==> src/rtl/irq_event_pkg.sv <==
package irq_event_pkg;
  localparam int unsigned NUM_EVT     = 16;
  localparam int unsigned NUM_CH      = 3;
  localparam int unsigned SEL_W       = 4;
  localparam int unsigned CH_W        = 2;
  localparam int unsigned STATUS_W    = 32;
  localparam int unsigned EVT_PIN     = 5;
  localparam int unsigned EVT_FULL    = 14;
  localparam int unsigned EVT_EMPTY   = 15;
  localparam int unsigned ST_BUSY_LSB = NUM_EVT;
  localparam int unsigned ST_SEL_LSB  = NUM_EVT + NUM_CH;

  typedef enum logic [1:0] {
    EDGE_OFF  = 2'b00,
    EDGE_RISE = 2'b01,
    EDGE_FALL = 2'b10,
    EDGE_ANY  = 2'b11
  } edge_mode_e;

  typedef logic [NUM_EVT-1:0] evt_vec_t;
  typedef logic [SEL_W-1:0]   sel_t;
endpackage

==> src/rtl/irq_pin_edge.sv <==
module irq_pin_edge
  import irq_event_pkg::*;
#(
  parameter  int unsigned NUM_PINS = 64,
  localparam int unsigned IDX_W    = $clog2(NUM_PINS)
) (
  input  logic                clk_i,
  input  logic                rst_ni,
  input  logic [NUM_PINS-1:0] pin_i,
  input  logic                cfg_we_i,
  input  logic [IDX_W+1:0]    cfg_i,
  output logic                evt_o
);
  logic [NUM_PINS-1:0] sync1_q, sync2_q;
  edge_mode_e          mode_q;
  logic [IDX_W-1:0]    idx_q;
  logic                prev_q;
  logic                cur;

  assign cur = sync2_q[idx_q];

  always_ff @(posedge clk_i or negedge rst_ni) begin
    if (!rst_ni) begin
      sync1_q <= '0;
      sync2_q <= '0;
      mode_q  <= EDGE_OFF;
      idx_q   <= '0;
      prev_q  <= 1'b0;
    end else begin
      sync1_q <= pin_i;
      sync2_q <= sync1_q;
      if (cfg_we_i) begin
        mode_q <= edge_mode_e'(cfg_i[IDX_W+1:IDX_W]);
        idx_q  <= cfg_i[IDX_W-1:0];
        // seed history from the new pin so a switch is not seen as an edge
        prev_q <= sync2_q[cfg_i[IDX_W-1:0]];
      end else begin
        prev_q <= cur;
      end
    end
  end

  always_comb begin
    unique case (mode_q)
      EDGE_RISE: evt_o = cur & ~prev_q;
      EDGE_FALL: evt_o = ~cur & prev_q;
      EDGE_ANY:  evt_o = cur ^ prev_q;
      default:   evt_o = 1'b0;
    endcase
  end
endmodule

==> src/rtl/irq_stack_mon.sv <==
module irq_stack_mon #(
  parameter  int unsigned DEPTH = 8,
  localparam int unsigned CNT_W = $clog2(DEPTH + 1)
) (
  input  logic clk_i,
  input  logic rst_ni,
  input  logic push_i,
  input  logic pop_i,
  output logic full_evt_o,
  output logic empty_evt_o
);
  logic [CNT_W-1:0] cnt_q;
  logic             do_push, do_pop;

  assign do_push     = push_i & ~pop_i & (cnt_q != CNT_W'(DEPTH));
  assign do_pop      = pop_i & ~push_i & (cnt_q != '0);
  assign full_evt_o  = do_push & (cnt_q == CNT_W'(DEPTH - 1));
  assign empty_evt_o = do_pop & (cnt_q == CNT_W'(1));

  always_ff @(posedge clk_i or negedge rst_ni) begin
    if (!rst_ni)      cnt_q <= '0;
    else if (do_push) cnt_q <= cnt_q + CNT_W'(1);
    else if (do_pop)  cnt_q <= cnt_q - CNT_W'(1);
  end
endmodule

==> src/rtl/irq_prio_arb.sv <==
module irq_prio_arb #(
  parameter int unsigned NUM_CH = 3
) (
  input  logic [NUM_CH-1:0] pend_i,
  input  logic [NUM_CH-1:0] active_i,
  input  logic              block_i,
  output logic [NUM_CH-1:0] grant_o
);
  logic [NUM_CH-1:0] elig;

  // eligible only when nothing at this level or above is executing
  for (genvar c = 0; c < NUM_CH; c++) begin : g_elig
    assign elig[c] = pend_i[c] & ~|(active_i >> c);
  end

  always_comb begin
    grant_o = '0;
    if (!block_i) begin
      for (int c = NUM_CH - 1; c >= 0; c--) begin
        if (elig[c] && grant_o == '0) grant_o[c] = 1'b1;
      end
    end
  end
endmodule

==> src/rtl/irq_event_ctrl.sv <==
module irq_event_ctrl
  import irq_event_pkg::*;
#(
  parameter  int unsigned NUM_PINS    = 64,
  parameter  int unsigned STACK_DEPTH = 8,
  localparam int unsigned IDX_W       = $clog2(NUM_PINS)
) (
  input  logic                clk_i,
  input  logic                rst_ni,
  input  logic [NUM_EVT-1:0]  evt_i,
  input  logic [NUM_PINS-1:0] pin_i,
  input  logic                edge_cfg_we_i,
  input  logic [IDX_W+1:0]    edge_cfg_i,
  input  logic [NUM_CH-1:0]   sel_we_i,
  input  logic [SEL_W-1:0]    sel_i,
  input  logic                stall_i,
  input  logic                allow_i,
  input  logic                wait_i,
  input  logic [NUM_CH-1:0]   reti_i,
  input  logic                push_i,
  input  logic                pop_i,
  output logic                irq_req_o,
  output logic [CH_W-1:0]     irq_chan_o,
  output logic                wait_rel_o,
  output logic [STATUS_W-1:0] status_o
);
  evt_vec_t          flag_q, new_evt, clr_evt;
  sel_t              sel_q [NUM_CH];
  logic [NUM_CH-1:0] active_q, pend, grant;
  logic              stalled_q, pin_evt, full_evt, empty_evt;
  logic [CH_W-1:0]   chan_d;

  irq_pin_edge #(.NUM_PINS(NUM_PINS)) u_pin_edge (
    .clk_i    (clk_i),
    .rst_ni   (rst_ni),
    .pin_i    (pin_i),
    .cfg_we_i (edge_cfg_we_i),
    .cfg_i    (edge_cfg_i),
    .evt_o    (pin_evt)
  );

  irq_stack_mon #(.DEPTH(STACK_DEPTH)) u_stack_mon (
    .clk_i       (clk_i),
    .rst_ni      (rst_ni),
    .push_i      (push_i),
    .pop_i       (pop_i),
    .full_evt_o  (full_evt),
    .empty_evt_o (empty_evt)
  );

  always_comb begin
    new_evt            = evt_i;
    new_evt[EVT_PIN]   = pin_evt;
    new_evt[EVT_FULL]  = full_evt;
    new_evt[EVT_EMPTY] = empty_evt;
  end

  for (genvar c = 0; c < NUM_CH; c++) begin : g_pend
    assign pend[c] = (sel_q[c] != '0) & flag_q[sel_q[c]];
  end

  irq_prio_arb #(.NUM_CH(NUM_CH)) u_arb (
    .pend_i   (pend),
    .active_i (active_q),
    .block_i  (stall_i | stalled_q),
    .grant_o  (grant)
  );

  always_comb begin
    clr_evt = '0;
    chan_d  = '0;
    for (int c = 0; c < NUM_CH; c++) begin
      if (grant[c]) begin
        clr_evt[sel_q[c]] = 1'b1;
        chan_d            = CH_W'(c + 1);
      end
      if (sel_we_i[c] && sel_i != '0) clr_evt[sel_i] = 1'b1;
    end
  end

  always_ff @(posedge clk_i or negedge rst_ni) begin
    if (!rst_ni) begin
      flag_q     <= '0;
      active_q   <= '0;
      stalled_q  <= 1'b0;
      irq_req_o  <= 1'b0;
      irq_chan_o <= '0;
      wait_rel_o <= 1'b0;
      for (int c = 0; c < NUM_CH; c++) sel_q[c] <= '0;
    end else begin
      // a new event wins over a same-cycle clear
      flag_q   <= (flag_q & ~clr_evt) | new_evt;
      active_q <= (active_q & ~reti_i) | grant;
      for (int c = 0; c < NUM_CH; c++) begin
        if (sel_we_i[c]) sel_q[c] <= sel_i;
      end
      if (stall_i)      stalled_q <= 1'b1;
      else if (allow_i) stalled_q <= 1'b0;
      irq_req_o  <= |grant;
      irq_chan_o <= chan_d;
      wait_rel_o <= wait_i & |grant;
    end
  end

  always_comb begin
    status_o              = '0;
    status_o[NUM_EVT-1:0] = flag_q;
    for (int c = 0; c < NUM_CH; c++) begin
      status_o[ST_BUSY_LSB + c]               = active_q[c] | pend[c];
      status_o[ST_SEL_LSB + c*SEL_W +: SEL_W] = sel_q[c];
    end
  end
endmodule

==> config.mk <==
export PLATFORM = sky130hd
export DESIGN_NAME = irq_event_ctrl
export DESIGN_NICKNAME = d
export VERILOG_FILES = /design/src/rtl/irq_event_pkg.sv /design/src/rtl/irq_pin_edge.sv /design/src/rtl/irq_stack_mon.sv /design/src/rtl/irq_prio_arb.sv /design/src/rtl/irq_event_ctrl.sv
export SDC_FILE = /design/constraint.sdc
export NUM_CORES = 1
export LEC_CHECK = 0
export ABC_CLOCK_PERIOD_IN_PS = 3500
export BUFFER_PORTS_ARGS = -buffer_cell sky130_fd_sc_hd__buf_2
export CAP_MARGIN = 20
export CORE_MARGIN = 8
export CORE_UTILIZATION = 30
export CTS_BUF_LIST = sky130_fd_sc_hd__clkbuf_8
export CTS_CLUSTER_DIAMETER = 100
export DETAILED_ROUTE_END_ITERATION = 7
export HOLD_SLACK_MARGIN = 0.05
export SLEW_MARGIN = 20
export SYNTH_ARGS = -nofsm -noshare
export SYNTH_HDL_FRONTEND = slang
export SYNTH_SLANG_ARGS = --single-unit
==> constraint.sdc <==
create_clock -name clk_i -period 3.5 [get_ports clk_i]
set_input_delay 0.175 -clock clk_i [delete_from_list [all_inputs] [get_ports clk_i]]
set_output_delay 0.175 -clock clk_i [all_outputs]
set_load 0.01 [all_outputs]
* After elaboration in Yosys (flattened, before gate mapping)
Index checks and enable logic that the tools add are counted.
** Cells by class
- Add/sub/neg operators :: 2
- $lt $le $gt $ge :: 10
- Equal/unequal tests :: 6
- Multiplexer cells :: 39
- Bitwise operators :: 36
- Reduce and logical (&&, ||, !) cells :: 23
** Operator list (number)
- $mux W16 :: 6
- $or A16 B16 Y16 :: 6
- $lt A4 B5 Y1 const B :: 4
- $reduce_bool A4 Y1 :: 5
- $mux W1 :: 18
- $and A16 B16 Y16 :: 1
- $demux W1 S4 :: 4
- $ge A4 B1 Y1 const B :: 4
- $not A16 Y16 :: 1
- $and A1 B1 Y1 :: 15
- $lt A6 B7 Y1 const B :: 2
- $bmux W1 S4 :: 3
- $bmux W1 S6 :: 2
- $logic_and A1 B1 Y1 :: 9
- $mux W4 :: 2
- $reduce_or A3 Y1 :: 2
- $not A1 Y1 :: 5
- $add A4 B1 Y4 const B :: 1
- $eq A2 B2 Y1 const B :: 2
- $eq A4 B1 Y1 const B :: 1
- $eq A4 B3 Y1 const B :: 1
- $mux W2 :: 2
- $ne A4 B4 Y1 const B :: 1
- $or A1 B1 Y1 :: 4
- other kinds (12) :: 15
** Word-level totals
- Register bits after elaboration :: 177
- Bits of input ports :: 106

* Longest topological paths before layout
- Word-level depth :: 28
- Gate-level depth with buffers :: 12
- Mapped depth without buffers :: 10

* Hierarchy
Synthesis repeated with hierarchy kept, for this count alone.
** Second synthesis, totals
- Cells, all modules :: 527
- Area total of the unflattened synthesis :: 7419.6 um^2
** By module, submodules not included
- irq_pin_edge :: times used 1, cells an instance 264, area each 4747.1 um^2
- irq_event_ctrl :: times used 1, cells an instance 213, area each 2228.4 um^2
- irq_stack_mon :: times used 1, cells an instance 45, area each 406.6 um^2
- irq_prio_arb :: times used 1, cells an instance 5, area each 37.5 um^2

* Worst setup path after synthesis
Ideal clock, no wire load.
- Path type :: register to register
- From :: reg u_pin_edge.idx_q[0]
- To :: reg flag_q[5]
- Setup time :: 82 ps
- Arrival time :: 2369 ps
- Data required time :: 3418 ps
- Setup slack :: 1049 ps
- Cell stages (with the launch flop) :: 12
- Buffers on the path :: 2
- Clock period less this slack :: 2451 ps
- Path through :: dfrtp_1 -> buf_2 -> buf_2 -> mux4_2 -> mux2i_1 -> nor3_1 -> nor4_1 -> a21oi_1 -> ha_1 -> nand2b_1 -> and3_1 -> o22ai_1
** Between the ends
- Word-level cells in the longest chain between the ends :: 6
- Elaborated cells on any way between the ends :: 8
- Classes of those cells :: mux: 3; bitwise: 5
** Ends and longest elaborated chain
- start: declaration :: RTL line irq_pin_edge.sv:16 : logic [IDX_W-1:0] idx_q;
- start signal: assignment :: RTL line irq_pin_edge.sv:34 : idx_q <= cfg_i[IDX_W-1:0];
- $bmux W1 S6 * :: RTL line irq_pin_edge.sv:20 : assign cur = sync2_q[idx_q];
- $mux W1 (implied by the code) * :: RTL line irq_pin_edge.sv:20
- $not A1 Y1 :: RTL line irq_pin_edge.sv:46 : EDGE_FALL: evt_o = ~cur & prev_q;
- $and A1 B1 Y1 :: RTL line irq_pin_edge.sv:46
- $pmux W1 S3 * :: RTL line irq_pin_edge.sv:44 : unique case (mode_q)
- $or A16 B16 Y16 * :: RTL line irq_event_ctrl.sv:92 : flag_q <= (flag_q & ~clr_evt) | new_evt;
- end signal: assignment :: RTL line irq_event_ctrl.sv:92
- end: declaration :: RTL line irq_event_ctrl.sv:27 : evt_vec_t flag_q, new_evt, clr_evt;
Every way passes the cells marked *; elsewhere a longest branch is shown, timed or not. The select of a mux whose other input is x is not followed.
A chain may end at the register's enable or synchronous reset.

* Worst setup path in the final report
- From :: reg sel_q, in the netlist status_o[23]
- To :: out status_o[17]
** Between the ends
- Word-level cells in the longest chain between the ends :: 4
- Elaborated cells on any way between the ends :: 5
- Classes of those cells :: mux: 2; bitwise: 2; reduce/logical: 1
** Ends and longest elaborated chain
- start: declaration :: RTL line irq_event_ctrl.sv:28 : sel_t sel_q [NUM_CH];
- start signal: indexed assignment :: RTL line irq_event_ctrl.sv:95 : if (sel_we_i[c]) sel_q[c] <= sel_i;
- $bmux W1 S4 :: RTL line irq_event_ctrl.sv:59 : assign pend[c] = (sel_q[c] != '0) & flag_q[sel_q[c]];
- $mux W1 (implied by the code) :: RTL line irq_event_ctrl.sv:59
- $and A1 B1 Y1 * :: RTL line irq_event_ctrl.sv:59
- $or A1 B1 Y1 * :: RTL line irq_event_ctrl.sv:109 : status_o[ST_BUSY_LSB + c] = active_q[c] | pend[c];
- end: declaration :: RTL line irq_event_ctrl.sv:25 : output logic [STATUS_W-1:0] status_o
Marks and branches as above.

==> results.json <==
{
  "outcome": "finished clean",
  "synth_commonest_cells": "dfrtp_1 (177), mux4_2 (38), nand2_1 (33), o21ai_0 (25), mux2_2 (21)",
  "setup_violations": 0,
  "vias_per_cell": 4.82,
  "layout.cells.non_filler": 1109,
  "holdPathStages": 4,
  "hpwl_mm": 14.1,
  "required_ns": 3.32,
  "multi_input_area_um2": 2810,
  "clk_latency_ns": 0.47,
  "r2r_slack_ns": 0.81,
  "routedWlPerCell_um": 18.5,
  "synth_seq_cells": 177,
  "r2r_end": "flag_q[5]$_DFF_PN0_",
  "core_area_um2": 24800,
  "worstHoldPathType": "in2reg",
  "track_usage_pct": 13.6,
  "hold_violations": 0,
  "antenna_found_initial": 0,
  "synth_area_um2": 7490,
  "drt_wl_total_mm": 20.5,
  "async_flop_share_pct": 100,
  "initial_core_util_pct": 30.2,
  "end_kind": "primary output",
  "drc": 0,
  "yosysMostFrequentCell": "dfrtp_1",
  "area_growth_pct": 32.1,
  "synth.distinct_cells": 58,
  "power_density_nw_per_um2": 479,
  "rows": 58,
  "path_max_fanout": 19,
  "cts_setup_buffers": 0,
  "p_leak_nw": 4.22,
  "routabilityCongestion": 0.905,
  "finalCritPeriodShare_pct": 87.3,
  "final_nets": 877,
  "synth_edf_count": 0,
  "synth.largest_area_cell": "dfrtp_1",
  "seq_area_frac_synth_pct": 59.1,
  "overflow": 0,
  "ir_drop_v": 0.000254,
  "ios": 142,
  "fp.dieArea_um2": 30300,
  "slew_violations": 0,
  "drive_gt1_share_pct": 32.5,
  "start_kind": "flop",
  "drt_first_iter_violations": 339,
  "hold_end": "u_stack_mon.cnt_q[2]$_DFFE_PN0P_",
  "reg2reg_depth": 10,
  "cts_tree": "yes",
  "cap_violations": 0,
  "path_class": "reg2out",
  "skew_ns": 0.0187,
  "cts_root_buffer": "clkbuf_8",
  "synth_area_per_cell_um2": 13.8,
  "max_freq_ghz": 0.327,
  "dieHeight_um": 174,
  "dr_total_vias": 5348,
  "syn_nets": 653,
  "slew_headroom_pct": 39.3,
  "synthTopCellsByArea": "dfrtp_1 (59%), mux4_2 (11%), mux2_2 (3.2%), mux2i_1 (2.4%), o21ai_0 (1.7%)",
  "cts.reportedPaths.clkPinSlew_ns": 0.13,
  "cts.path.max_buffers": 2,
  "fp.dieW_um": 174,
  "cts_inserted_buffers": 17,
  "power_w": 0.00474,
  "grt_pass1_vias": 5708,
  "portBuffers": 137,
  "tightest_slew_ns": 0.910,
  "ant_nets": 0,
  "worst_r2r_startpoint": "u_pin_edge.idx_q[0]$_DFFE_PN0P_",
  "timing.final.crit_period_ns": 3.06,
  "ys.flop_type": "dfrtp_1",
  "arrival_ns": 2.88,
  "fillers": 2332,
  "cts.htree.levels": 4,
  "first_pass_iters": 4,
  "min-delay-start": "push_i",
  "placed_cells": 982,
  "synthCells": 542,
  "cts.sinks": 177,
  "grt_pass1_wl_mm": 32.4,
  "synth.yosys.warnings": 0,
  "yosys.area.top_type_share_pct": 59.1,
  "grt_max_degree": 97,
  "seq_area_um2": 4430,
  "antenna_cells": 0,
  "rsz0062_at_grt": "false",
  "setup_tns_ns": 0
}
[what timing repair did]
item                                   CTS  global route
gates resized for setup                  0             0
hold buffers                            95             0
endpoints found under the hold margin  192             0
[flip-flops by register name, summed over array words and instances, names as in the netlist]
register	cells
u_pin_edge.prev_q	1
active_q	3
u_pin_edge.sync2_q	64
stalled_q	1
u_pin_edge.mode_q	2
irq_req_o	1
u_pin_edge.sync1_q	64
u_pin_edge.idx_q	6
irq_chan_o	2
u_stack_mon.cnt_q	4
flag_q	16
wait_rel_o	1
status_o	12
[power by group]
group | switching (W) | leakage [nW] | internal (W)
registers | 0.000173 | 2.04 | 0.00219
logic | 0.000391 | 1.96 | 0.000428
clock network | 0.000963 | 0.223 | 0.000594
[layer usage]
metal / vias up / global-route usage, % / part of all wire, %
met3: 34 / 3.78 / 6.2
met1: 2656 / 17.2 / 43
met2: 194 / 21.9 / 48
li1: 2464 / - / -
met5: - / 0 / 0
met4: 0 / 5.02 / 2.2
[cell families (layout without fill, tap and decap cells)]
group           count (synthesis)  after routing  synth area share [%]
mux                            80             80                  18.0
fa+ha+maj                       5              5                 0.835
other cells                     1              1                0.0501
buf+inv                        53            290                  3.36
flops                         177            177                  59.1
xor+xnor                        2              2                 0.234
simple gates                  141            141                  10.5
compound gates                 83             83                  7.88
[worst max path at each step]
stage,startpoint,end,cells past startpoint,slack [ns]
after detailed placement,u_pin_edge.idx_q[0]$_DFFE_PN0P_,flag_q[5]$_DFF_PN0_,10,0.81
after global routing,status_o[23]$_DFFE_PN0P_,status_o[17],7,0.19
final,status_o[23]$_DFFE_PN0P_,status_o[17],7,0.44
after floorplan,u_pin_edge.idx_q[0]$_DFFE_PN0P_,flag_q[5]$_DFF_PN0_,11,1.05
after global placement,u_pin_edge.idx_q[0]$_DFFE_PN0P_,flag_q[5]$_DFF_PN0_,10,0.83
after CTS,status_o[23]$_DFFE_PN0P_,status_o[17],7,0.46
[placed cells by master (no fill, tap or decap), types with 7 or more instances in the layout]
| cell | count |
|---|---|
| buf_4 | 7 |
| dfrtp_1 | 177 |
| clkbuf_8 | 17 |
| nor2b_1 | 9 |
| inv_1 | 17 |
| buf_2 | 136 |
| mux4_2 | 38 |
| nand2_1 | 33 |
| nand2b_1 | 11 |
| o21ai_0 | 25 |
| mux2i_1 | 18 |
| dlygate4sd3_1 | 95 |
| nand4_1 | 9 |
| nand3_1 | 12 |
| nor2_1 | 17 |
| o41ai_1 | 8 |
| mux2_2 | 21 |
| nor4_1 | 16 |
| o21bai_1 | 12 |
[area by class of cell]
cell class                      count  share of cell area (%)
Inverter                           18                   0.683
Clock inverter                     15                    2.28
Timing Repair Buffer              240                    17.3
Sequential cell                   177                    44.8
Clock buffer                       17                    2.36
Tap cell                          330                    4.17
Multi-Input combinational cell    312                    28.4
[worst max-delay path, stage by stage (launching register included)]
cell      delay (ns)
dfrtp_1         0.58
nand2b_1        0.26
o221ai_1        0.24
nand2_1         0.18
o21ai_2         0.76
inv_1           0.13
nand2_1         0.12
buf_2           0.13
[stage by stage]
| stage | hold WS [ns] | cell area [µm²] | util [%] | worst slack [ns] |
|---|---|---|---|---|
| after floorplan | -0.121 | 7490 | - | 1.05 |
| after global placement | 0.283 | 8480 | 34.2 | 0.830 |
| after detailed placement | 0.284 | 8480 | 34.2 | 0.808 |
| after CTS | 0.0508 | 9890 | 39.9 | 0.464 |
| after global routing | 0.0736 | 9890 | 39.9 | 0.187 |
| final | 0.0811 | 9890 | 39.9 | 0.445 |
(Power assumes the default switching activity.)
